File: src/rtl/cmdgate_pkg.sv
package cmdgate_pkg;
   typedef enum logic [1:0] {
      LS_DISC = 2'd0,
      LS_CONN = 2'd1,
      LS_MSG  = 2'd2,
      LS_RSVD = 2'd3
   } link_state_e;

   typedef enum logic [2:0] {
      GRP_ANY   = 3'd0,
      GRP_CONN  = 3'd1,
      GRP_MSG   = 3'd2,
      GRP_SEL   = 3'd3,
      GRP_UNDEF = 3'd4
   } cmd_grp_e;

   localparam int unsigned IRQ_ILLEGAL_BIT = 6;
   localparam int unsigned IRQ_BUSRST_BIT  = 7;
   localparam logic [6:0]  OP_BUS_RESET    = 7'h03;
endpackage

File: src/rtl/cmdgate_classify.sv
module cmdgate_classify
   import cmdgate_pkg::*;
#(
   parameter int unsigned OP_W = 7
) (
   input  logic [OP_W-1:0] op,
   output cmd_grp_e        grp
);
   always_comb begin
      grp = GRP_UNDEF;
      unique casez (op)
         7'b000_00??:                         grp = GRP_ANY;
         7'h10, 7'h11, 7'h12,
         7'h18, 7'h1A, 7'h1B:                 grp = GRP_CONN;
         7'b010_0???, 7'b010_10??:            grp = (op == 7'h26) ? GRP_UNDEF : GRP_MSG;
         7'b100_0???:                         grp = GRP_SEL;
         default:                             grp = GRP_UNDEF;
      endcase
   end
endmodule

File: src/rtl/cmdgate_legal.sv
module cmdgate_legal
   import cmdgate_pkg::*;
#(
   parameter bit MSG_IS_CONNECTED = 1'b1
) (
   input  cmd_grp_e    grp,
   input  link_state_e st,
   output logic        legal
);
   logic conn_ok;

   generate
      if (MSG_IS_CONNECTED) begin : g_msg_conn
         assign conn_ok = (st == LS_CONN) || (st == LS_MSG);
      end else begin : g_conn_only
         assign conn_ok = (st == LS_CONN);
      end
   endgenerate

   always_comb begin
      unique case (grp)
         GRP_ANY:  legal = 1'b1;
         GRP_CONN: legal = conn_ok;
         GRP_MSG:  legal = (st == LS_MSG);
         GRP_SEL:  legal = (st == LS_DISC);
         default:  legal = 1'b0;
      endcase
   end
endmodule

File: src/rtl/cmdgate_irqreg.sv
module cmdgate_irqreg #(
   parameter int unsigned IRQ_W = 8
) (
   input  logic             clk,
   input  logic             rst_n,
   input  logic [IRQ_W-1:0] set_v,
   input  logic             clr,
   output logic [IRQ_W-1:0] pend
);
   generate
      for (genvar i = 0; i < IRQ_W; i++) begin : g_bit
         always_ff @(posedge clk) begin
            if (!rst_n)         pend[i] <= 1'b0;
            else if (set_v[i])  pend[i] <= 1'b1;
            else if (clr)       pend[i] <= 1'b0;
         end
      end
   endgenerate
endmodule

File: src/rtl/scsi_cmd_gate.sv
module scsi_cmd_gate
   import cmdgate_pkg::*;
#(
   parameter int unsigned CMD_W = 8,
   parameter int unsigned IRQ_W = 8,
   parameter int unsigned EVT_W = 6,
   parameter bit          MSG_IS_CONNECTED = 1'b1
) (
   input  logic             clk,
   input  logic             rst_n,
   input  logic             cmd_wr,
   input  logic [CMD_W-1:0] cmd_byte,
   input  logic [1:0]       link_state,
   input  logic             quiet_bus_reset,
   input  logic [EVT_W-1:0] evt_set,
   input  logic             irq_rd,
   output logic             disp_vld,
   output logic [CMD_W-2:0] disp_op,
   output logic             disp_dma,
   output logic [IRQ_W-1:0] irq_pend,
   output logic             irq_line,
   output logic             stat_intr
);
   localparam int unsigned OP_W = CMD_W - 1;

   if (CMD_W != 8) begin : g_bad_cmd_w
      $error("scsi_cmd_gate: CMD_W must be 8");
   end
   if (IRQ_W != 8) begin : g_bad_irq_w
      $error("scsi_cmd_gate: IRQ_W must be 8");
   end
   if (EVT_W > IRQ_ILLEGAL_BIT) begin : g_bad_evt_w
      $error("scsi_cmd_gate: EVT_W overlaps decoder-owned bits");
   end

   logic [OP_W-1:0]  op;
   cmd_grp_e         grp;
   logic             legal;
   logic [IRQ_W-1:0] set_v;

   assign op = cmd_byte[OP_W-1:0];

   cmdgate_classify #(.OP_W(OP_W)) u_classify (
      .op  (op),
      .grp (grp)
   );

   cmdgate_legal #(.MSG_IS_CONNECTED(MSG_IS_CONNECTED)) u_legal (
      .grp   (grp),
      .st    (link_state_e'(link_state)),
      .legal (legal)
   );

   always_comb begin
      set_v = '0;
      set_v[EVT_W-1:0]       = evt_set;
      set_v[IRQ_ILLEGAL_BIT] = cmd_wr && !legal;
      set_v[IRQ_BUSRST_BIT]  = cmd_wr && legal && (op == OP_BUS_RESET) && !quiet_bus_reset;
   end

   always_ff @(posedge clk) begin
      if (!rst_n) begin
         disp_vld <= 1'b0;
         disp_op  <= '0;
         disp_dma <= 1'b0;
      end else begin
         disp_vld <= cmd_wr && legal;
         if (cmd_wr && legal) begin
            disp_op  <= op;
            disp_dma <= cmd_byte[CMD_W-1];
         end
      end
   end

   cmdgate_irqreg #(.IRQ_W(IRQ_W)) u_irqreg (
      .clk   (clk),
      .rst_n (rst_n),
      .set_v (set_v),
      .clr   (irq_rd),
      .pend  (irq_pend)
   );

   assign irq_line  = |irq_pend;
   assign stat_intr = irq_line;
endmodule

File: config.mk
export PLATFORM = sky130hd
export DESIGN_NAME = scsi_cmd_gate
export DESIGN_NICKNAME = d
export VERILOG_FILES = /design/src/rtl/cmdgate_pkg.sv /design/src/rtl/cmdgate_classify.sv /design/src/rtl/cmdgate_legal.sv /design/src/rtl/cmdgate_irqreg.sv /design/src/rtl/scsi_cmd_gate.sv
export SDC_FILE = /design/constraint.sdc
export NUM_CORES = 1
export LEC_CHECK = 0
export BUFFER_PORTS_ARGS = -buffer_cell sky130_fd_sc_hd__buf_2
export CAP_MARGIN = 10
export CORE_UTILIZATION = 45
export CTS_CLUSTER_DIAMETER = 40
export CTS_CLUSTER_SIZE = 30
export DETAILED_ROUTE_END_ITERATION = 7
export PLACE_DENSITY = 0.79
export RECOVER_POWER = 25
export SYNTH_ARGS = -nofsm -noshare
export SYNTH_HDL_FRONTEND = slang
export SYNTH_SLANG_ARGS = --single-unit
File: constraint.sdc
create_clock -name clk -period 3.8 [get_ports clk]
set_input_delay 0 -clock clk [delete_from_list [all_inputs] [get_ports clk]]
set_output_delay 0 -clock clk [all_outputs]
set_load 0.03 [all_outputs]
==> results of run 1 <==
[metrics by stage]
step | hold slack, ns | instances | worst slack [ns]
4_1_cts | 0.002042 | 167 | 1.616
2_1_floorplan | 0.1238 | 97 | 2.469
5_1_grt | 0.008360 | 167 | 1.491
3_3_place_gp | 0.2077 | 154 | 1.957
6_report | 0.006083 | 167 | 1.619
3_5_place_dp | 0.2118 | 154 | 1.825
[routing by layer]
layer / vias up / track usage / part of all wire / routed length (um)
met5: - / 0 / 0 / 0
met4: 0 / 0.1353 / 0.036 / 68
met3: 8 / 0.06667 / 0.064 / 120
met2: 31 / 0.3056 / 0.46 / 864
met1: 370 / 0.2146 / 0.44 / 815
li1: 425 / - / - / -
[tightest hold or removal path, delay by kind of cell]
kind          cells  cell delay (ns)
mux               1             0.06
simple gates      1             0.06
buf+inv           1             0.13
[state kept, by name, indices dropped and copies added (netlist names)]
| register | count |
|---|---|
| u_irqreg.pend | 8 |
| disp_vld | 1 |
| disp_dma | 1 |
| disp_op | 7 |
[cell usage in the layout, fill, tap and decap left out, types with 2 or more instances in the layout]
master / instances
mux2i_1: 8
clkbuf_4: 3
o21a_1: 7
dfxtp_1: 17
buf_2: 36
nor4b_1: 3
nor4_1: 3
o21ai_1: 2
nor2b_1: 6
nand2_1: 18
clkbuf_1: 4
ha_1: 2
o21ai_0: 2
nor4b_2: 2
dlygate4sd3_1: 9
inv_1: 3
[kinds of logic after synthesis]
group	count (synthesis)	synth area share
XOR/XNOR	1	0.009806
AND/OR/NAND/NOR	40	0.2633
AO/OA/AOI/OAI	18	0.1443
flip-flops	17	0.3810
adder cells (fa/ha/maj)	2	0.02801
multiplexers	8	0.08964
buffers and inverters	11	0.08403
[power by group]
group          total, mW  internal [mW]  switching [mW]
Combinational     0.0900         0.0384          0.0516
Sequential         0.192          0.187         0.00485
Clock             0.0924         0.0408          0.0515
Total              0.374          0.266           0.108
[cell type report]
class | instances | area, um^2 | share of cell area
clock buffers | 4 | 26.28 | 0.02215
multi-input cells | 69 | 478.0 | 0.4030
repair buffers | 48 | 281.5 | 0.2373
inverters | 4 | 28.78 | 0.02426
flip-flops and latches | 17 | 340.3 | 0.2869
well taps | 25 | 31.28 | 0.02637
[worst max-delay path by stage]
stage,to,slack (ns)
2_1_floorplan,disp_vld,2.47
3_3_place_gp,disp_op[0],1.96
3_5_place_dp,disp_op[4],1.82
4_1_cts,disp_dma,1.62
5_1_grt,disp_op[2],1.49
6_report,disp_op[0],1.62
[repair_timing]
item,in CTS,in global routing
hold buffers,9,0
endpoints found under the hold margin,9,0
buffers inserted,0,0
setup endpoints to repair,0,0
==> impl_metrics.json, run 1 <==
{
  "min-delay-start": "cmd_byte[1]",
  "num_rows": 15,
  "final_util": 0.6583,
  "grt_antenna_before_repair": 0,
  "core_area_um2": 1802,
  "placed_cell_area_um2": 1074,
  "power_mw": 0.3741,
  "syn_inst": 97,
  "cts_resized": 0,
  "area_growth_pct": 32.77,
  "start_util": 0.4958,
  "grt_max_degree": 28,
  "hpwl_um": 1333,
  "io_buffers": 39,
  "maxCapViolCount": 0,
  "status": "completed",
  "dieArea_um2": 2167,
  "vias_per_cell": 4.994,
  "critPathKind": "input pin to register",
  "finalSetupViolations": 0,
  "grt_overflow": 0,
  "cts_made_buffers": 3,
  "hold-path-cell-count": 3,
  "ant_nets": 0,
  "vias": 834,
  "ys_ff_latch": 17,
  "wirelength_um": 1869,
  "synth_nets": 120,
  "whs_endpoint": "disp_op[1]",
  "cp.depth": 7,
  "rsz0062_at_grt": "false",
  "clock_latency_ns": 0.29,
  "io_pins": 40,
  "cp-startpoint": "cmd_byte[0]",
  "htreeDepth": 1,
  "drt_pass1_iterations": 4,
  "yosysTopAreaCell": "dfxtp_1",
  "grt_usage": 0.1937,
  "start_kind": "input pin",
  "cp.buffers_inverters": 2,
  "critPathSlowestCell": "a211oi_2",
  "cts_sinks": 17,
  "syn_area_um2": 893.4,
  "diodes": 0,
  "leakage_nw": 0.5369,
  "clk_pin_slew_worst_paths_ns": 0.09,
  "tightestPinTransition_ns": 0.9131,
  "reg2reg_slack_ns": 3.06,
  "cts_tree": "done",
  "layout.nets": 166,
  "gp_congestion": 0.8107,
  "r2r-end": "u_irqreg.pend[7]",
  "crit_required_ns": 4.02,
  "ir_drop_uv": 257.1,
  "crit_chain": "dlygate4sd3_1, buf_2, nand2b_2, a211oi_1, o22ai_1, a211oi_2, mux2i_1",
  "final_layout_size_suffix_gt1_frac": 0.3169,
  "synth_warnings": 0,
  "cts_root_buf": "clkbuf_4",
  "fp.dieH_um": 46.56,
  "drv_slew": 0,
  "yosysMostFrequentCell": "nand2_1",
  "synthArstFlopShare": 0,
  "synth_edf_count": 0,
  "cp-end-kind": "register",
  "drc_errors": 0,
  "cts_buffer_depth": 2,
  "wire_per_inst_um": 11.19,
  "dieWidth_um": 46.56,
  "synthFlopType": "dfxtp_1",
  "post-route-period-util": 0.5740,
  "max_clock_freq_mhz": 458.5,
  "grt_pass1_vias": 687,
  "fin_skew_ns": 0,
  "worst-path-max-fanout": 10,
  "grt_pass1_wl_um": 2829,
  "drt_iter0_markers": 14,
  "hold_path.class": "input pin to register",
  "hold_viol": 0,
  "arrival_ns": 2.40,
  "synth_common_cells": "nand2_1, dfxtp_1, mux2i_1",
  "p_per_area_nw_per_um2": 315.4,
  "relSlewSlack": 0.3902,
  "setup_tns_ns": 0,
  "ys_seq_area_frac": 0.3810,
  "period_needed_ns": 2.181,
  "finalInstanceArea_um2": 1186,
  "fill_cells": 168,
  "critPathTopFamily": "compound AO/OA/AOI/OAI gates",
  "r2r-start": "u_irqreg.pend[7]",
  "cpPeakStageDelay_ns": 0.81,
  "syn-mean-instance-area_um2": 9.210,
  "yosysTopAreaCellShare": 0.3810,
  "synth_area_leaders": "dfxtp_1, mux2i_1, nand2_1",
  "worstRegToRegCells": 2,
  "yosysUniqueCellTypes": 33
}
No activity file was read; power rests on OpenSTA's default activity.
==> run 2, diff against run 1 <==
--- a/config.mk
+++ b/config.mk
@@ -7,11 +7,11 @@
 export LEC_CHECK = 0
 export BUFFER_PORTS_ARGS = -buffer_cell sky130_fd_sc_hd__buf_2
 export CAP_MARGIN = 10
-export CORE_UTILIZATION = 45
+export CORE_UTILIZATION = 41
 export CTS_CLUSTER_DIAMETER = 40
 export CTS_CLUSTER_SIZE = 30
 export DETAILED_ROUTE_END_ITERATION = 7
-export PLACE_DENSITY = 0.79
+export PLACE_DENSITY = 0.76
 export RECOVER_POWER = 25
 export SYNTH_ARGS = -nofsm -noshare
 export SYNTH_HDL_FRONTEND = slang
==> constraint.sdc (replaced) <==
create_clock -name clk -period 1.9 [get_ports clk]
set_input_delay 0 -clock clk [delete_from_list [all_inputs] [get_ports clk]]
set_output_delay 0 -clock clk [all_outputs]
set_load 0.03 [all_outputs]
==> impl_metrics.json, run 2 (synthesized netlist as in run 1, its figures left out) <==
{
  "dieArea_um2": 2370,
  "wirelength_um": 2036,
  "cts_root_buf": "clkbuf_4",
  "clk_pin_slew_worst_paths_ns": 0.09,
  "drc_errors": 0,
  "start_util": 0.4463,
  "clock_latency_ns": 0.29,
  "r2r-start": "u_irqreg.pend[7]",
  "fill_cells": 183,
  "use_met2": 0.3495,
  "num_rows": 16,
  "io_pins": 40,
  "vias": 862,
  "cts_tree": "done",
  "layout_common_cells": "buf_2, nand2_1, dfxtp_1",
  "ant_nets": 0,
  "cts_buffer_depth": 2,
  "post-place-ws_ns": -0.03666,
  "wire_per_inst_um": 11.98,
  "drt_pass1_iterations": 4,
  "p_per_area_nw_per_um2": 630.4,
  "postCtsSetupBuffers": 0,
  "grt_usage": 0.1904,
  "largest_reg_flops": 8,
  "reg_top3": "u_irqreg.pend x8, disp_op x7",
  "relSlewSlack": 0.3580,
  "critPathSlowestCell": "a211oi_2",
  "cp.buffers_inverters": 1,
  "worst_slack_ns": 0.2198,
  "dieWidth_um": 48.68,
  "grtUsageMet1": 0.2108,
  "grt_busiest_layer": "met2",
  "grt_overflow": 0,
  "diodes": 0,
  "leakage_nw": 0.5411,
  "area_growth_pct": 34.17,
  "maxCapViolCount": 0,
  "hold_viol": 0,
  "grt_pass1_vias": 772,
  "grt_pass1_wl_um": 3463,
  "worst-path-max-fanout": 10,
  "grt_use_met3": 0.05031,
  "cts_made_buffers": 3,
  "htreeDepth": 1,
  "arrival_ns": 1.90,
  "critPathTopFamily": "compound AO/OA/AOI/OAI gates",
  "drv_slew": 0,
  "period_needed_ns": 1.680,
  "drt_iter0_markers": 16,
  "crit_required_ns": 2.12,
  "critPathKind": "input pin to register",
  "cp-end-kind": "register",
  "io_buffers": 39,
  "rsz0062_at_grt": "false",
  "max_clock_freq_mhz": 595.2,
  "grt_antenna_before_repair": 0,
  "hold_path.class": "input pin to register",
  "final_util": 0.5988,
  "hpwl_um": 1421,
  "final_common_cell": "buf_2",
  "status": "completed",
  "crit_chain": "buf_2, nor4b_2, a211oi_1, o22ai_1, a211oi_2, mux2i_1",
  "gp_congestion": 0.7532,
  "tightestPinTransition_ns": 0.9613,
  "post-route-period-util": 0.8843,
  "grt_max_degree": 28,
  "cts_sinks": 17,
  "min-delay-start": "cmd_byte[5]",
  "cp-startpoint": "cmd_byte[6]",
  "power_mw": 0.7557,
  "finalSetupViolations": 0,
  "core_area_um2": 2002,
  "layout.nets": 167,
  "largest-register": "u_irqreg.pend",
  "fp.dieH_um": 48.68,
  "ir_drop_uv": 553.9,
  "vias_per_cell": 5.071,
  "start_kind": "input pin",
  "cpPeakStageDelay_ns": 0.84,
  "final_layout_size_suffix_gt1_frac": 0.3147,
  "fin_skew_ns": 0
}
==> run 2: cell types whose count changed in the layout (fill, tap and decap cells not counted) <==
cell / previous run / this run
dlygate4sd3_1: 9 / 10
==> run 2: layer usage <==
layer  part of all wire  routed length (um)
met1               0.42                 863
met2               0.53                1083
met3              0.038                  78
met4             0.0049                  10
met5                  0                   0
==> run 2: area by class of cell <==
cell class,instances,area (um^2),share of cell area
Multi-Input combinational cell,69,478.0,0.3987
Clock buffer,4,26.28,0.02192
Sequential cell,17,340.3,0.2839
Inverter,4,28.78,0.02401
Timing Repair Buffer,49,291.5,0.2432
Tap cell,27,33.78,0.02818
==> run 2: final timing paths <==
path	endpoint	cells past startpoint	slack (ns)
max	disp_op[6]	6	0.22
min	disp_op[5]	3	0.01
max reg2reg	u_irqreg.pend[7]	2	1.13
min reg2reg	disp_op[1]	2	0.46
==> run 2: repair_timing <==
action | in CTS | in global routing
hold buffers | 10 | 0
hold endpoints to repair | 10 | 0
gates resized for setup | 0 | 0
==> run 2: tightest hold or removal path, delay by kind of cell <==
family	cells	cell delay, ns
buffers and inverters	1	0.14
multiplexers	1	0.05
AND/OR/NAND/NOR	1	0.06
==> run 2: through the flow <==
| stage | instances | TNS, ns | cell area (um^2) | hold slack [ns] |
|---|---|---|---|---|
| floorplan | 97 | 0 | 893.4 | 0.1238 |
| global placement | 156 | 0 | 1076 | 0.2079 |
| detailed placement | 156 | -0.1225 | 1076 | 0.2122 |
| CTS | 170 | 0 | 1202 | 0.005340 |
| global route | 170 | 0 | 1199 | 0.02414 |
| finish | 170 | 0 | 1199 | 0.01384 |
==> run 2: report_power, final <==
| part | internal, mW | total, mW | switching (mW) |
|---|---|---|---|
| clock network | 0.0816 | 0.187 | 0.105 |
| logic | 0.0783 | 0.185 | 0.106 |
| registers | 0.374 | 0.384 | 0.0103 |
| total | 0.534 | 0.756 | 0.222 |
